## config.mk

```make
export PLATFORM = sky130hd
export DESIGN_NAME = entropy_health_monitor
export DESIGN_NICKNAME = d
export VERILOG_FILES = /design/src/rtl/ehm_pkg.sv /design/src/rtl/ehm_history.sv /design/src/rtl/ehm_run_tracker.sv /design/src/rtl/ehm_alarm_ctrl.sv /design/src/rtl/ehm_forward_stage.sv /design/src/rtl/entropy_health_monitor.sv
export SDC_FILE = /design/constraint.sdc
export NUM_CORES = 1
export LEC_CHECK = 0
export CAP_MARGIN = 0
export CORE_MARGIN = 3
export CORE_UTILIZATION = 45
export CTS_BUF_LIST = sky130_fd_sc_hd__clkbuf_4 sky130_fd_sc_hd__clkbuf_8 sky130_fd_sc_hd__clkbuf_16
export DETAILED_ROUTE_END_ITERATION = 16
export PLACE_DENSITY = 0.69
export RECOVER_POWER = 50
export SLEW_MARGIN = 20
export SYNTH_ARGS = -nofsm -noshare
export SYNTH_HDL_FRONTEND = slang
export SYNTH_HIERARCHICAL = 1
export SYNTH_SLANG_ARGS = --single-unit
```

## constraint.sdc

```tcl
create_clock -name clk -period 5.64 [get_ports clk]
set_input_delay 1.128 -clock clk [delete_from_list [all_inputs] [get_ports clk]]
set_output_delay 1.128 -clock clk [all_outputs]
set_load 0.01 [all_outputs]
```

## src/rtl/ehm_pkg.sv

```systemverilog
package ehm_pkg;

   typedef enum logic [0:0] {
      REL_REPEAT = 1'b0,
      REL_STEP   = 1'b1
   } rel_kind_e;

   localparam int NUM_RELATIONS = 2;

   function automatic rel_kind_e kind_of(input int idx);
      return (idx == 0) ? REL_REPEAT : REL_STEP;
   endfunction

endpackage

```

## src/rtl/ehm_history.sv

```systemverilog
module ehm_history #(
   parameter int SAMPLE_W = 16
) (
   input  logic                clk,
   input  logic                rst_n,
   input  logic                forget,
   input  logic                in_valid,
   input  logic [SAMPLE_W-1:0] in_data,
   output logic [SAMPLE_W-1:0] prev_data,
   output logic                prev_valid
);

   always_ff @(posedge clk) begin
      if (!rst_n) begin
         prev_data  <= '0;
         prev_valid <= 1'b0;
      end else if (in_valid) begin
         prev_data  <= in_data;
         prev_valid <= 1'b1;
      end else if (forget) begin
         prev_valid <= 1'b0;
      end
   end

   assert_forget_R6 : assert property (@(posedge clk) disable iff (!rst_n)
      (forget && !in_valid) |=> !prev_valid);

endmodule

```

## src/rtl/ehm_run_tracker.sv

```systemverilog
module ehm_run_tracker
   import ehm_pkg::*;
#(
   parameter int        SAMPLE_W   = 16,
   parameter int        RUN_CUTOFF = 3,
   parameter rel_kind_e KIND       = REL_REPEAT
) (
   input  logic                clk,
   input  logic                rst_n,
   input  logic                restart,
   input  logic                in_valid,
   input  logic [SAMPLE_W-1:0] in_data,
   input  logic [SAMPLE_W-1:0] prev_data,
   input  logic                prev_valid,
   output logic                trip
);

   localparam int CW = $clog2(RUN_CUTOFF + 1);
   localparam logic [CW:0]       LIMIT = RUN_CUTOFF[CW:0];
   localparam logic [SAMPLE_W-1:0] ONE = {{(SAMPLE_W-1){1'b0}}, 1'b1};

   logic          rel_hit;
   logic          link;
   logic [CW-1:0] run_cnt;
   logic [CW:0]   run_inc;

   generate
      if (KIND == REL_REPEAT) begin : g_repeat
         assign rel_hit = (in_data == prev_data);
      end else begin : g_step
         assign rel_hit = (in_data == (prev_data + ONE));
      end
   endgenerate

   assign link    = prev_valid && rel_hit;
   assign run_inc = {1'b0, run_cnt} + {{CW{1'b0}}, 1'b1};
   assign trip    = in_valid && link && (run_inc >= LIMIT);

   always_ff @(posedge clk) begin
      if (!rst_n) begin
         run_cnt <= '0;
      end else if (in_valid) begin
         if (!link)
            run_cnt <= CW'(1);
         else if (run_inc >= LIMIT)
            run_cnt <= LIMIT[CW-1:0];
         else
            run_cnt <= run_inc[CW-1:0];
      end else if (restart) begin
         run_cnt <= '0;
      end
   end

   assert_run_bound_R4 : assert property (@(posedge clk) disable iff (!rst_n)
      run_cnt <= LIMIT[CW-1:0]);

   assert_idle_hold_R2 : assert property (@(posedge clk) disable iff (!rst_n)
      (!in_valid && !restart) |=> $stable(run_cnt));

   assert_break_restart_R5 : assert property (@(posedge clk) disable iff (!rst_n)
      (in_valid && !link) |=> (run_cnt == CW'(1)));

endmodule

```

## src/rtl/ehm_alarm_ctrl.sv

```systemverilog
module ehm_alarm_ctrl (
   input  logic clk,
   input  logic rst_n,
   input  logic clr,
   input  logic any_trip,
   output logic alarm_next,
   output logic alarm
);

   assign alarm_next = any_trip | (alarm & ~clr);

   always_ff @(posedge clk) begin
      if (!rst_n) alarm <= 1'b0;
      else        alarm <= alarm_next;
   end

   assert_alarm_sticky_R6 : assert property (@(posedge clk) disable iff (!rst_n)
      (alarm && !clr) |=> alarm);

   assert_alarm_cause_R2 : assert property (@(posedge clk) disable iff (!rst_n)
      (!alarm && !any_trip) |=> !alarm);

endmodule

```

## src/rtl/ehm_forward_stage.sv

```systemverilog
module ehm_forward_stage #(
   parameter int SAMPLE_W = 16
) (
   input  logic                clk,
   input  logic                rst_n,
   input  logic                in_valid,
   input  logic [SAMPLE_W-1:0] in_data,
   input  logic                any_trip,
   input  logic                alarm_next,
   output logic                out_valid,
   output logic [SAMPLE_W-1:0] out_data,
   output logic                pass_strobe,
   output logic                out_healthy
);

   always_ff @(posedge clk) begin
      if (!rst_n) begin
         out_valid   <= 1'b0;
         out_data    <= '0;
         pass_strobe <= 1'b0;
         out_healthy <= 1'b0;
      end else begin
         out_valid   <= in_valid;
         pass_strobe <= in_valid & ~any_trip;
         out_healthy <= in_valid & ~alarm_next;
         if (in_valid) out_data <= in_data;
      end
   end

   assert_fwd_delay_R7 : assert property (@(posedge clk) disable iff (!rst_n)
      in_valid |=> (out_valid && out_data == $past(in_data)));

   assert_pass_needs_valid_R8 : assert property (@(posedge clk) disable iff (!rst_n)
      pass_strobe |-> out_valid);

endmodule

```

## src/rtl/entropy_health_monitor.sv

```systemverilog
module entropy_health_monitor
   import ehm_pkg::*;
#(
   parameter int SAMPLE_W   = 16,
   parameter int RUN_CUTOFF = 3
) (
   input  logic                clk,
   input  logic                rst_n,
   input  logic                clr_alarm,
   input  logic                in_valid,
   input  logic [SAMPLE_W-1:0] in_data,
   output logic                alarm,
   output logic                pass_strobe,
   output logic                out_valid,
   output logic [SAMPLE_W-1:0] out_data,
   output logic                out_healthy
);

   generate
      if (SAMPLE_W < 2) begin : g_bad_width
         $error("SAMPLE_W must be at least 2");
      end
      if (RUN_CUTOFF < 2) begin : g_bad_cutoff
         $error("RUN_CUTOFF must be at least 2");
      end
   endgenerate

   logic [SAMPLE_W-1:0]      prev_data;
   logic                     prev_valid;
   logic                     eff_prev_valid;
   logic [NUM_RELATIONS-1:0] trip_vec;
   logic                     any_trip;
   logic                     alarm_next;

   ehm_history #(.SAMPLE_W(SAMPLE_W)) u_history (
      .clk        (clk),
      .rst_n      (rst_n),
      .forget     (clr_alarm),
      .in_valid   (in_valid),
      .in_data    (in_data),
      .prev_data  (prev_data),
      .prev_valid (prev_valid)
   );

   assign eff_prev_valid = prev_valid & ~clr_alarm;

   generate
      for (genvar k = 0; k < NUM_RELATIONS; k++) begin : g_rel
         ehm_run_tracker #(
            .SAMPLE_W   (SAMPLE_W),
            .RUN_CUTOFF (RUN_CUTOFF),
            .KIND       (kind_of(k))
         ) u_tracker (
            .clk        (clk),
            .rst_n      (rst_n),
            .restart    (clr_alarm),
            .in_valid   (in_valid),
            .in_data    (in_data),
            .prev_data  (prev_data),
            .prev_valid (eff_prev_valid),
            .trip       (trip_vec[k])
         );
      end
   endgenerate

   assign any_trip = |trip_vec;

   ehm_alarm_ctrl u_alarm (
      .clk        (clk),
      .rst_n      (rst_n),
      .clr        (clr_alarm),
      .any_trip   (any_trip),
      .alarm_next (alarm_next),
      .alarm      (alarm)
   );

   ehm_forward_stage #(.SAMPLE_W(SAMPLE_W)) u_forward (
      .clk         (clk),
      .rst_n       (rst_n),
      .in_valid    (in_valid),
      .in_data     (in_data),
      .any_trip    (any_trip),
      .alarm_next  (alarm_next),
      .out_valid   (out_valid),
      .out_data    (out_data),
      .pass_strobe (pass_strobe),
      .out_healthy (out_healthy)
   );

   assert_healthy_implies_R9 : assert property (@(posedge clk) disable iff (!rst_n)
      out_healthy |-> (pass_strobe && out_valid && !alarm));

   assert_trip_blocks_pass_R8 : assert property (@(posedge clk) disable iff (!rst_n)
      $rose(alarm) |-> !pass_strobe);

endmodule

```

* After elaboration in Yosys (flattened, before gate mapping) *
Index checks and enable logic that the tools add are counted.

storage, ports and cells
  bits in latches = 0
  input port bits = 20
  memories kept = 0
  memory bits (read-only) = 0
  flip-flop bits (word level) = 25
  output and inout bits = 20
  bits in writable memories = 0
  word-level logic and storage cells = 40

cells by class
  shifts and indexed selects = 0
  reduce and logical (&&, ||, !) cells = 8
  multipliers = 0
  div/mod/pow operators = 0
  equal/unequal tests = 2
  order comparisons = 2
  add/subtract/negate cells = 3
  multiplexer cells = 9
  bitwise logic cells = 8

operators with widths
  operator                 count
  $eq A16 B16 Y1           2
  $add A16 B1 Y16 const B  1
  $mux W2                  7
  $add A2 B1 Y3 const B    2
  $ge A3 B2 Y1 const B     2
  $logic_and A1 B1 Y1      6
  $and A1 B1 Y1            4
  $not A1 Y1               3
  $mux W1                  2
  $reduce_bool A2 Y1       1
  $reduce_or A2 Y1         1
  $or A1 B1 Y1             1

* Logic depth before layout (Yosys ltp) *
  depth in word-level cells = 9
  depth in mapped cells = 10
  gate-level depth less buffers = 10

* By module *
The synthesis kept the hierarchy.

modules (own cells, without submodules)
  module                                sequential area each (µm²)  area an instance (µm²)  cells each  times used
  ehm_forward_stage                     380.4                       691.9                   58          1
  ehm_run_tracker (g_rel[1].u_tracker)  40.0                        653.1                   91          1
  ehm_history                           340.3                       649.4                   54          1
  ehm_run_tracker (g_rel[0].u_tracker)  40.0                        297.8                   38          1
  ehm_alarm_ctrl                        20.0                        47.5                    4           1
  entropy_health_monitor                0.0                         12.5                    2           1

* Worst setup path before layout *
No wires, ideal clock.

  kind = input -> register
  from = in in_data[8]
  to = reg u_forward.out_healthy
  path buffers = 0
  setup time = 0.064 ns
  required time = 5.576 ns
  setup slack = 3.048 ns
  stages on the path = 8
  arrival time = 2.529 ns
  cells stage by stage = or3_1 > a21o_1 > o21ai_0 > nor3_1 > and2_1 > or2_1 > or2_1 > nor2_1

between the ends
  cells in the longest elaborated chain, start to end = 8
  elaborated cells between the ends (all ways) = 12
  classes of those cells = eq/ne: 2; bitwise: 3; reduce/logical: 7

ends and longest elaborated chain
  element                            line                          source
  start, declared                    entropy_health_monitor.sv:11  input logic [SAMPLE_W-1:0] in_data,
  $eq A16 B16 Y1                     ehm_run_tracker.sv:31         assign rel_hit = (in_data == (prev_data + ONE));
  $logic_and A1 B1 Y1                ehm_run_tracker.sv:35         assign link = prev_valid && rel_hit;
  $logic_and A1 B1 Y1 (2 in series)  ehm_run_tracker.sv:37         assign trip = in_valid && link && (run_inc >= LIMIT);
  via trip_vec[1]                    entropy_health_monitor.sv:31  logic [NUM_RELATIONS-1:0] trip_vec;
  $reduce_or A2 Y1                   entropy_health_monitor.sv:66  assign any_trip = |trip_vec;
  via any_trip                       entropy_health_monitor.sv:32  logic any_trip;
  $or A1 B1 Y1                       ehm_alarm_ctrl.sv:10          assign alarm_next = any_trip | (alarm & ~clr);
  via alarm_next                     entropy_health_monitor.sv:33  logic alarm_next;
  $not A1 Y1                         ehm_forward_stage.sv:25       out_healthy <= in_valid & ~alarm_next;
  $and A1 B1 Y1                      ehm_forward_stage.sv:25
  end signal, assigned               ehm_forward_stage.sv:25
  end, declared                      ehm_forward_stage.sv:13       output logic out_healthy

The timed path passes the listed nets, and every way through them passes these cells.
A chain may end at the register's enable or synchronous reset.

* Worst setup path after layout *
Same ends and word-level chain as after synthesis.

==> metrics.cfg <==
[status]
status = complete, no violations

[clock_tree]
cts_made_buffers = 5
clk_path_buf_depth = 2
cts_tree = yes
cts-resized-gates = 0
postCtsSetupBuffers = 0
clk_latency_ns = 0.29
cts.root.buffer_cell = clkbuf_8
cts_max_level = 2
cts.sinks = 41
cts_hold_buf = 0
cts.clk_slew.worst_paths_ns = 0.08

[pwr]
leakagePower_nw = 1.12
power_density_mw_per_mm2 = 235
ir_drop_mv = 0.172

[timing]
fin_skew_ns = 0.00284
layout_setup_ws_ns = 2.68
whs_ns = 0.498
rsz0062_at_grt = no
setup-tns-final_ns = 0
tightest_slew_ns = 0.607
slew_viol_final = 0
fin_crit_sh = 0.524
relSlewSlack = 0.596
fmax_mhz = 338
setup_viol = 0
hold_violations = 0
min_period_ns = 2.96

[route]
drc_errors = 0
postRouteAntennaNets = 0
drt-initial-drc-count = 138
post_drt_wl_per_cell_um = 14.1
routed_wl_um = 5010
drt_pass1_iterations = 4
avgViaCountPerCell = 5.28
vias = 1874

[die]
boundaryPins = 40
die_area_mm2 = 0.00613
die_w_um = 78.3
fp.coreArea_mm2 = 0.00488
fp.dieH_um = 78.3
start_util = 0.482
core.rowCount = 25

[yosys]
synthArstFlopShare = 0
netlist_area_mm2 = 0.00235
synth_cell_types = 45
yosys-top-cells-area = dfxtp_1, mux2i_1, nor2b_1
synth_seq_area_share = 0.349
yosys.area.top_type = dfxtp_1
synth_top_area_frac = 0.349
synth_edf_count = 0
synth-seq-cells = 41
yosysWarningCount = 6
synth_cells = 247
yosysMostFrequentCell = dfxtp_1
synth_top_flop_cell = dfxtp_1
yosys-top-cells-count = dfxtp_1, nor2b_1, mux2i_1
syn_nets = 268
avgSynthCellArea_um2 = 9.52

[grt]
grt-ovfl-total = 0
grt_pass1_vias = 1832
antenna_found_initial = 0
grtUsageTotal = 0.175
grt_max_degree = 41
grt_pass1_wl_um = 8670

[final_layout]
multi_input_area_mm2 = 0.00143
final_area_mm2 = 0.00286
antenna_cells = 0
fin_cells = 355
synthToLayoutAreaGrowth_pct = 21.8
fillers = 455
drive_above_1_share = 0.0556
final_nets = 309
seqCellArea_um2 = 821

[worst_setup_path]
path_cells = clkdlybuf4s50_1, or3_1, a21o_1, o21ai_0, nor3_1, and2_1, or2_1, or2_1, nor2_1
critical_path.max_stage_delay_ns = 0.51
arrival_ns = 3.19
startpoint_type = primary input
r2r_setup_slack_ns = 2.89
r2r_end = u_forward/out_healthy
crit_top_cell = or2_1
worstSetupEndpointType = flip-flop
critical_path_buf_inv_count = 1
worstPathMaxFanout = 6
rr_startpoint = u_history/prev_data[0]
critPathSlowestCell = clkdlybuf4s50_1
critPathKind = primary input to flip-flop
path_delay_family = simple AND/OR/NAND/NOR gates
reg2regPathDepth = 10
critPathRequiredTime_ns = 5.88

[placement]
preCtsSetupSlack_ns = 2.38
dp.cells = 348
gp_congestion = 0.884
portBuffers = 39
dpl_cell_area_mm2 = 0.00276
dp_hpwl_um = 3650

[job]
cap_violations = 0

[hold_path]
min_path_type = flip-flop to flip-flop
holdCritStartpoint = g_rel[0].u_tracker/run_cnt[1]
hold_depth = 2
min_to = g_rel[0].u_tracker/run_cnt[1]

[sequential cells by signal, indices dropped and copies added (netlist names)]
signal                   flops
u_history/prev_data         16
u_alarm/alarm                1
u_forward/out_valid          1
u_forward/out_healthy        1
u_forward/pass_strobe        1
u_history/prev_valid         1
u_forward/out_data          16
g_rel.u_tracker/run_cnt      4
[stage by stage]
step,power [mW],utilization
after global placement,0.450,0.566
after detailed placement,0.451,0.566
after floorplan,0.401,-
after CTS,0.684,0.587
final,0.674,0.587
after global routing,0.704,0.587
[how the worst max path moves through the flow]
stage                     start                     to  slack (ns)  cells past startpoint
global route        in_data[10]  u_forward/out_healthy        2.45                      9
floorplan            in_data[8]  u_forward/out_healthy        3.05                      8
global placement    in_data[13]  u_forward/out_healthy        2.43                     10
CTS                  in_data[8]  u_forward/out_healthy        2.70                      9
finish               in_data[8]  u_forward/out_healthy        2.68                      9
detailed placement   in_data[8]  u_forward/out_healthy        2.38                      9
[routing by layer]
layer | up-vias | track usage | part of all wire
li1 | 962 | - | -
met1 | 850 | 0.237 | 0.49
met2 | 51 | 0.277 | 0.45
met3 | 11 | 0.0356 | 0.049
met4 | 0 | 0.0629 | 0.016
met5 | - | 0 | 0
[layout make-up]
type / count / share of cell area
multi-input cells: 193 / 0.500
inverters: 6 / 0.00786
flip-flops and latches: 41 / 0.287
clock inverters: 2 / 0.0122
clock buffers: 5 / 0.0240
repair buffers: 41 / 0.140
well taps: 67 / 0.0293
[where the power goes]
group / leakage (nW) / total [mW] / internal, mW / switching, mW
combinational: 0.723 / 0.119 / 0.0622 / 0.0564
clock: 0.0540 / 0.231 / 0.129 / 0.103
sequential: 0.339 / 0.324 / 0.305 / 0.0182
total: 1.12 / 0.674 / 0.496 / 0.177
[cells by family after synthesis]
family          count (synthesis)  synth area share
fa+ha+maj                       1           0.00532
mux                            34             0.145
compound gates                 30            0.0888
flops                          41             0.349
xor+xnor                       31             0.115
simple gates                   97             0.255
buf+inv                        13            0.0420
[worst reg2reg max path, stage by stage (launching register included)]
cell	delay [ns]
dfxtp_1	0.56
ha_1	0.30
nand4_1	0.26
or3_1	0.42
a21o_1	0.18
o21ai_0	0.14
nor3_1	0.10
and2_1	0.16
or2_1	0.25
or2_1	0.23
nor2_1	0.10
[placed cells by master, fill, tap and decap left out, types with 2 or more instances in the layout]
cell / instances
clkbuf_8: 5
nor3_1: 2
nor2_1: 8
nand4_1: 8
nand2_1: 7
a21oi_1: 3
a21o_1: 2
inv_1: 6
nand3_1: 12
o211ai_1: 3
mux2i_1: 34
and2_1: 2
or2_1: 2
dfxtp_1: 41
xnor2_1: 18
or3_1: 2
and4_1: 2
buf_4: 2
clkdlybuf4s50_1: 23
nor4_1: 7
xor2_1: 13
o21a_1: 4
o2111ai_1: 2
dlygate4sd3_1: 15
nor2b_1: 36
o21ai_0: 7
Note: power is estimated with default switching activity, not from simulation.
